===== src/rtl/irq_sel_pkg.sv =====
package irq_sel_pkg;
  typedef enum logic [1:0] {
    PRIV_U   = 2'd0,
    PRIV_S   = 2'd1,
    PRIV_RSV = 2'd2,
    PRIV_M   = 2'd3
  } priv_e;

  // Reserved code folds onto U
  function automatic priv_e norm_priv(logic [1:0] raw);
    return (raw == 2'd2) ? PRIV_U : priv_e'(raw);
  endfunction
endpackage


===== src/rtl/irq_gate.sv =====
module irq_gate
  import irq_sel_pkg::*;
#(
  parameter int unsigned          NUM_IRQ   = 16,
  parameter logic [NUM_IRQ-1:0]   IMPL_MASK = 16'h0AAA
) (
  input  logic [NUM_IRQ-1:0] pend_i,
  input  logic [NUM_IRQ-1:0] en_i,
  input  logic [NUM_IRQ-1:0] deleg_i,
  input  logic [1:0]         priv_i,
  input  logic               mie_i,
  input  logic               sie_i,
  output logic [NUM_IRQ-1:0] cand_o,
  output logic [NUM_IRQ-1:0] surv_o
);
  priv_e priv;
  logic  m_on, s_on;

  always_comb begin
    priv   = norm_priv(priv_i);
    m_on   = (priv != PRIV_M) || mie_i;
    s_on   = (priv == PRIV_U) || ((priv == PRIV_S) && sie_i);
    cand_o = pend_i & en_i & IMPL_MASK;
  end

  for (genvar g = 0; g < NUM_IRQ; g++) begin : g_line
    assign surv_o[g] = cand_o[g] & (deleg_i[g] ? s_on : m_on);
  end
endmodule


===== src/rtl/irq_lowest_pick.sv =====
module irq_lowest_pick #(
  parameter int unsigned NUM_IRQ = 16,
  parameter int unsigned CAUSE_W = 5
) (
  input  logic [NUM_IRQ-1:0] req_i,
  output logic               valid_o,
  output logic [CAUSE_W-1:0] idx_o
);
  logic [NUM_IRQ-1:0] grant;

  always_comb begin
    grant   = req_i & (~req_i + NUM_IRQ'(1));
    valid_o = |req_i;
    idx_o   = '0;
    for (int i = 0; i < NUM_IRQ; i++) begin
      if (grant[i]) idx_o = idx_o | CAUSE_W'(i);
    end
  end
endmodule


===== src/rtl/irq_prio_sel.sv =====
module irq_prio_sel
  import irq_sel_pkg::*;
#(
  parameter int unsigned        NUM_IRQ   = 16,
  parameter int unsigned        CAUSE_W   = 5,
  parameter logic [NUM_IRQ-1:0] IMPL_MASK = 16'h0AAA
) (
  input  logic               clk_i,
  input  logic               rst_ni,
  input  logic [NUM_IRQ-1:0] pend_i,
  input  logic [NUM_IRQ-1:0] en_i,
  input  logic [NUM_IRQ-1:0] deleg_i,
  input  logic [1:0]         priv_i,
  input  logic               mie_i,
  input  logic               sie_i,
  output logic               take_o,
  output logic [CAUSE_W-1:0] cause_o
);
  localparam int unsigned MIN_CW = $clog2(NUM_IRQ);

  logic [NUM_IRQ-1:0] cand_w, surv_w;
  logic               hit_w;
  logic [CAUSE_W-1:0] idx_w;
  logic               primed_q;

  initial assert (CAUSE_W >= MIN_CW) else $error("cause width too small");

  irq_gate #(.NUM_IRQ(NUM_IRQ), .IMPL_MASK(IMPL_MASK)) u_gate (
    .pend_i (pend_i),
    .en_i   (en_i),
    .deleg_i(deleg_i),
    .priv_i (priv_i),
    .mie_i  (mie_i),
    .sie_i  (sie_i),
    .cand_o (cand_w),
    .surv_o (surv_w)
  );

  irq_lowest_pick #(.NUM_IRQ(NUM_IRQ), .CAUSE_W(CAUSE_W)) u_pick (
    .req_i  (surv_w),
    .valid_o(hit_w),
    .idx_o  (idx_w)
  );

  always_ff @(posedge clk_i or negedge rst_ni) begin
    if (!rst_ni) begin
      take_o   <= 1'b0;
      cause_o  <= '0;
      primed_q <= 1'b0;
    end else begin
      take_o   <= hit_w;
      cause_o  <= hit_w ? idx_w : '0;
      primed_q <= 1'b1;
    end
  end

  // Checks: primed_q keeps $past away from reset-time inputs
  assert_idle_cause_R6: assert property (@(posedge clk_i) disable iff (!rst_ni)
    !take_o |-> cause_o == '0);

  assert_taken_is_candidate_R1: assert property (@(posedge clk_i) disable iff (!rst_ni)
    (primed_q && take_o) |-> ((($past(cand_w) >> cause_o) & NUM_IRQ'(1)) != '0));

  assert_lowest_index_R5: assert property (@(posedge clk_i) disable iff (!rst_ni)
    (primed_q && take_o) |->
      (($past(surv_w) & ((NUM_IRQ'(1) << cause_o) - NUM_IRQ'(1))) == '0));

  assert_m_masked_R2: assert property (@(posedge clk_i) disable iff (!rst_ni)
    (primed_q && $past(priv_i == 2'd3 && !mie_i)) |-> !take_o);

  assert_s_masked_R3: assert property (@(posedge clk_i) disable iff (!rst_ni)
    (primed_q && $past(priv_i == 2'd1 && !sie_i && ((cand_w & ~deleg_i) == '0))) |-> !take_o);

  assert_user_open_R7: assert property (@(posedge clk_i) disable iff (!rst_ni)
    (primed_q && $past(priv_i[0] == 1'b0 && cand_w != '0)) |-> take_o);
endmodule


===== config.mk =====
export PLATFORM = sky130hd
export DESIGN_NAME = irq_prio_sel
export DESIGN_NICKNAME = d
export VERILOG_FILES = /design/src/rtl/irq_sel_pkg.sv /design/src/rtl/irq_gate.sv /design/src/rtl/irq_lowest_pick.sv /design/src/rtl/irq_prio_sel.sv
export SDC_FILE = /design/constraint.sdc
export NUM_CORES = 1
export LEC_CHECK = 0
export ABC_AREA = 1
export BUFFER_PORTS_ARGS = -buffer_cell sky130_fd_sc_hd__buf_2
export CORE_MARGIN = 3
export CORE_UTILIZATION = 25
export DETAILED_ROUTE_END_ITERATION = 10
export MAX_ROUTING_LAYER = met4
export PLACE_DENSITY_LB_ADDON = 0.08
export SYNTH_ARGS = -nofsm -noshare
export SYNTH_HDL_FRONTEND = slang
export SYNTH_SLANG_ARGS = --single-unit

===== constraint.sdc =====
create_clock -name clk_i -period 0.8 [get_ports clk_i]
set_input_delay 0.16 -clock clk_i [delete_from_list [all_inputs] [get_ports clk_i]]
set_output_delay 0.16 -clock clk_i [all_outputs]
set_load 0.005 [all_outputs]

; ---- Yosys cells after proc, flatten, opt, wreduce, memory -nomap -nowiden
; Cells that the tools add are included.
[op_classes]
addsub = 1
n_eq_ne = 3
n_mux = 23
n_bitwise = 9
n_reduce_logical = 5
[ops]
columns = op, count
row1 = two-way mux 4 bit, 8
row2 = adder 16 x 1 -> 16 bit (second input constant), 1
row3 = bitwise AND 12 x 16 -> 16 bit, 1
row4 = NOT 12 -> 16 bit, 1
row5 = bitwise AND 12 bit, 1
row6 = two-way mux 3 bit, 4
row7 = two-way mux 1 bit, 7
row8 = bitwise AND 1 bit, 6
row9 = two-way mux 2 bit, 3
row10 = OR reduction 6 bit, 1
row11 = two-way mux 5 bit, 1
row12 = == test 2 x 1 -> 1 bit (second input constant), 1
row13 = == test 2 bit (second input constant), 1
row14 = zero test 2 bit, 1
row15 = logical OR 1 bit, 2
row16 = inequality test 2 bit (second input constant), 1
row17 = logical AND 1 bit, 1
[totals]
regBits = 6
in_bits = 54
out_inout_bits = 6
wordCells = 43

; ---- Depth between registers and ports, before layout
[depth]
depth_word = 26
depth_mapped = 8
ltp_nobuf = 8

; ---- By module
; Synthesis repeated with hierarchy kept, for this count alone.
[hier_totals]
hier_cells = 152
area_unflattened_um2 = 888.4
[by_module_without_submodules]
columns = mod, n_inst, cells_per_inst, area_per_inst_um2, seq_area_each_um2
row1 = irq_lowest_pick, 1, 76, 376.6, 0.0
row2 = irq_gate, 1, 60, 324.1, 0.0
row3 = irq_prio_sel, 1, 16, 187.7, 150.1

; ---- Least setup slack after synthesis
; OpenSTA, ideal clock, no wires.
[synth_timing]
path_kind = input -> register
startpoint = input port priv_i[1]
endpoint = register cause_o[3]
setup_time_ns = 0.119
t_arrival_ns = 0.745
t_required_ns = 0.681
setup_slack_ns = -0.064
path_stages = 6
n_path_buf = 0
cell_sequence = inv_1 -> a21boi_0 -> nand2_1 -> nand4_1 -> o21ai_0 -> and2_1
[synth_between]
elab_chain_cells = 19
word_cells_on_any_way = 33
classes_between = 1 x add/sub / 3 x eq/ne / 16 x mux / 8 x bitwise / 5 x reduce/logical
[synth_lines]
columns = item, line_no
row1 = from (decl), irq_prio_sel.sv:13  ; input logic [1:0] priv_i,
row2 = == test 2 bit, irq_sel_pkg.sv:11  ; return (raw == 2'd2) ? PRIV_U : priv_e'(raw);
row3 = two-way mux 2 bit *, irq_sel_pkg.sv:11
row4 = == test 2 x 1 -> 1 bit, irq_gate.sv:22  ; s_on = (priv == PRIV_U) || ((priv == PRIV_S) && sie_i);
row5 = logical AND 1 bit, irq_gate.sv:22
row6 = logical OR 1 bit, irq_gate.sv:22
row7 = two-way mux 1 bit, irq_gate.sv:27  ; assign surv_o[g] = cand_o[g] & (deleg_i[g] ? s_on : m_on);
row8 = bitwise AND 1 bit, irq_gate.sv:27
row9 = NOT 12 -> 16 bit, irq_lowest_pick.sv:12  ; grant = req_i & (~req_i + NUM_IRQ'(1));
row10 = adder 16 x 1 -> 16 bit, irq_lowest_pick.sv:12
row11 = bitwise AND 12 x 16 -> 16 bit, irq_lowest_pick.sv:12
row12 = two-way mux 4 bit (8 in series), irq_lowest_pick.sv:16  ; if (grant[i]) idx_o = idx_o | CAUSE_W'(i);
row13 = two-way mux 5 bit *, irq_prio_sel.sv:52  ; cause_o <= hit_w ? idx_w : '0;
row14 = to (signal assigned), irq_prio_sel.sv:52
row15 = to (decl), irq_prio_sel.sv:17  ; output logic [CAUSE_W-1:0] cause_o
; Mark *: on every way between the ends. The rest lies on a longest branch, timed or not.

; ---- Worst setup path after layout
[layout_timing]
startpoint = register cause_o[0]
endpoint = output port cause_o[0]
; No word-level cell between the ends.

==> impl_metrics.csv <==
group,metric,value,unit
synthesis,ys_warn_count,0,
clock_network,cts_root_buf,"clkbuf_4",
power,vdd_ir_drop_max,0.000663,V
route,firstDrtPassIters,4,
critical_path,cp_top_family,"flip-flops",
route,drc,0,
final_layout,post-route-util,51.9,%
synthesis,synth_compound_area_share,7.64,%
clock_network,clk_pin_slew,0.04,ns
global_route,antenna_found_initial,0,
critical_path,worst_ep_required_time,0.64,ns
global_route,grt_first_pass_wirelength,1680,um
die,rows,13,
synthesis,synthCells,56,
die,core,1380,um^2
die,die_h,45.6,um
route,m1WireLength,429,um
sta,fin_crit_sh,109,%
critical_path,endpoint_kind,"output pin",
synthesis,synth.mux.area_fraction,0,%
synthesis,syn_area,393,um^2
synthesis,synthAdderAreaFrac,0,%
critical_path,cp_cell_sequence,"buf_2",
route,drt_wl_total,1020,um
critical_path,start_kind,"register",
synthesis,syn_area_per_cell,7.02,um^2
sta,slew_viol_final,0,
clock_network,htree_num_levels,1,
sta,fin_hold_ws,0.264,ns
route,dr_total_vias,461,
global_route,grt_max_degree,6,
placed_design,gp_congestion,0.696,
clock_network,cts_tree,"built",
critical_path,critPathMaxFanout,1,
final_layout,final_nets,148,
final_layout,drive_gt1_share,60.2,%
global_route,overflow,0,
critical_path,critPathKind,"reg -> out",
route,drt-vias-per-instance,4.27,
synthesis,synth_area_leader_cell,"dfrtp_1",
clock_network,cts_made_buffers,3,
synthesis,ys.flop_type,"dfrtp_1",
critical_path,arrival,0.71,ns
sta,worst_slack,-0.0716,ns
status,violations,"setup timing",
synthesis,synth_top_family_by_area,"simple AND/OR/NAND/NOR gates",
clock_network,clock_path_buffers,2,
die,floorplan.initialDensity,28.4,%
sta,period_needed,0.872,ns
die,pin_count,60,
route,ant_nets,0,
placed_design,place.port_buffers,28,
sta,tns,-0.336,ns
route,wl_met2,465,um
final_layout,synthToLayoutAreaGrowth,82.5,%
sta,fmax,1.15,GHz
critical_path,cp_slowest_cell,"dfrtp_1",
hold_path,worstHoldPathType,"in -> async",
status,outcome,"finished with violations",
synthesis,syn-num-nets,110,
synthesis,synth_edf_count,0,
die,die-area,2080,um^2
synthesis,synthTopCellsByCount,"nand2_1 (17), inv_1 (10), dfrtp_1 (5), nand3_1 (5), nand2_2 (3)",
route,wl_met3,123,um
die,die_w,45.6,um
final_layout,diodes,0,
route,drt_iter0_drc,3,
synthesis,synth_most_common_cell,"nand2_1",
critical_path,slowest_delay,0.35,ns
synthesis,synthSimpleGateAreaFrac,48.1,%
placed_design,dp_hpwl,876,um
synthesis,synth_top_area_share,31.8,%
route,wire_per_inst,9.43,um
global_route,grt_use_total,11.2,%
power,power_density,1200,nW/um^2
placed_design,placed_area,646,um^2
synthesis,synth_xor_xnor_area_share,0,%
critical_path,critPathBufInv,1,
route,dr.max_layer_used,"met3",
clock_network,cts.sinks,5,
global_route,grt_pass1_vias,456,
synthesis,ys_seq_area_share,31.8,%
synthesis,synthArstFlopShare,100,%
sta,final_hold_viol_count,0,
synthesis,synthTopCellsByArea,"dfrtp_1 (32%), nand2_1 (16%), inv_1 (9.6%)",
sta,rsz0062_at_grt,"yes",
final_layout,fin_area,717,um^2
synthesis,synth-seq-cells,5,
power,total_leakage_power,0.403,nW
flow_run,drv_cap,0,
synthesis,yosysUniqueCellTypes,17,
sta,finalSetupViolCount,5,
[power breakdown]
| part | switching, mW | internal [mW] | leakage, nW |
|---|---|---|---|
| logic | 0.142 | 0.148 | 0.328 |
| registers | 0.00539 | 0.280 | 0.0599 |
| clock network | 0.0994 | 0.188 | 0.0150 |
| total | 0.247 | 0.616 | 0.403 |
[through the flow]
step / total power [mW] / std cells / setup WS, ns
floorplan: 0.421 / 56 / -0.0305
global placement: 0.556 / 103 / -0.309
detailed placement: 0.559 / 103 / -0.318
CTS: 0.877 / 108 / -0.0868
global route: 0.934 / 108 / -0.107
finish: 0.863 / 108 / -0.0716
[registers in the layout, indices dropped and copies added (netlist names)]
name	count
cause_o	4
take_o	1
[layer usage]
| metal | up-vias | global-route usage (%) |
|---|---|---|
| li1 | 246 | - |
| met1 | 193 | 12.6 |
| met2 | 22 | 19.2 |
| met3 | 0 | 5.14 |
| met4 | 0 | 0 |
| met5 | - | - |
[area by class of cell]
type	instances	area, um^2
clock buffers	4	26.3
inverters	10	37.5
flip-flops and latches	5	125
repair buffers	34	204
well taps	15	18.8
multi-input cells	40	305
fillers	139	666
[worst paths after layout]
path | from | to | cells past startpoint
min in group clk_i | en_i[11] | cause_o[1] | 5
max in group asynchronous | rst_ni | take_o | 2
hold / removal | rst_ni | cause_o[0] | 2
setup / recovery | cause_o[0] | cause_o[0] | 1
[placed cells by master, fill, tap and decap left out, drive strengths merged]
| master | instances |
|---|---|
| buf | 33 |
| nand2 | 20 |
| inv | 10 |
| nand3 | 7 |
| dfrtp | 5 |
| clkbuf | 4 |
| nor2 | 3 |
| nand3b | 2 |
| o21ai | 2 |
| a21boi | 1 |
| o31ai | 1 |
| nand4 | 1 |
| a21oi | 1 |
| and2 | 1 |
| conb | 1 |
| dlygate4sd3 | 1 |
[logic make-up (layout without fill, tap and decap cells)]
| kind of cell | Yosys count | count (layout) |
|---|---|---|
| buf+inv | 11 | 48 |
| flops | 5 | 5 |
| other cells | 1 | 1 |
| simple gates | 34 | 34 |
| compound gates | 5 | 5 |
[what timing repair did]
item,4_1_cts,5_1_grt
endpoints found under the setup margin,9,9
hold endpoints to repair,5,0
pin swaps,5,3
buffers inserted,0,0
gates resized for setup,6,4
hold buffers,1,0
Note: power is estimated with default switching activity, not from simulation.
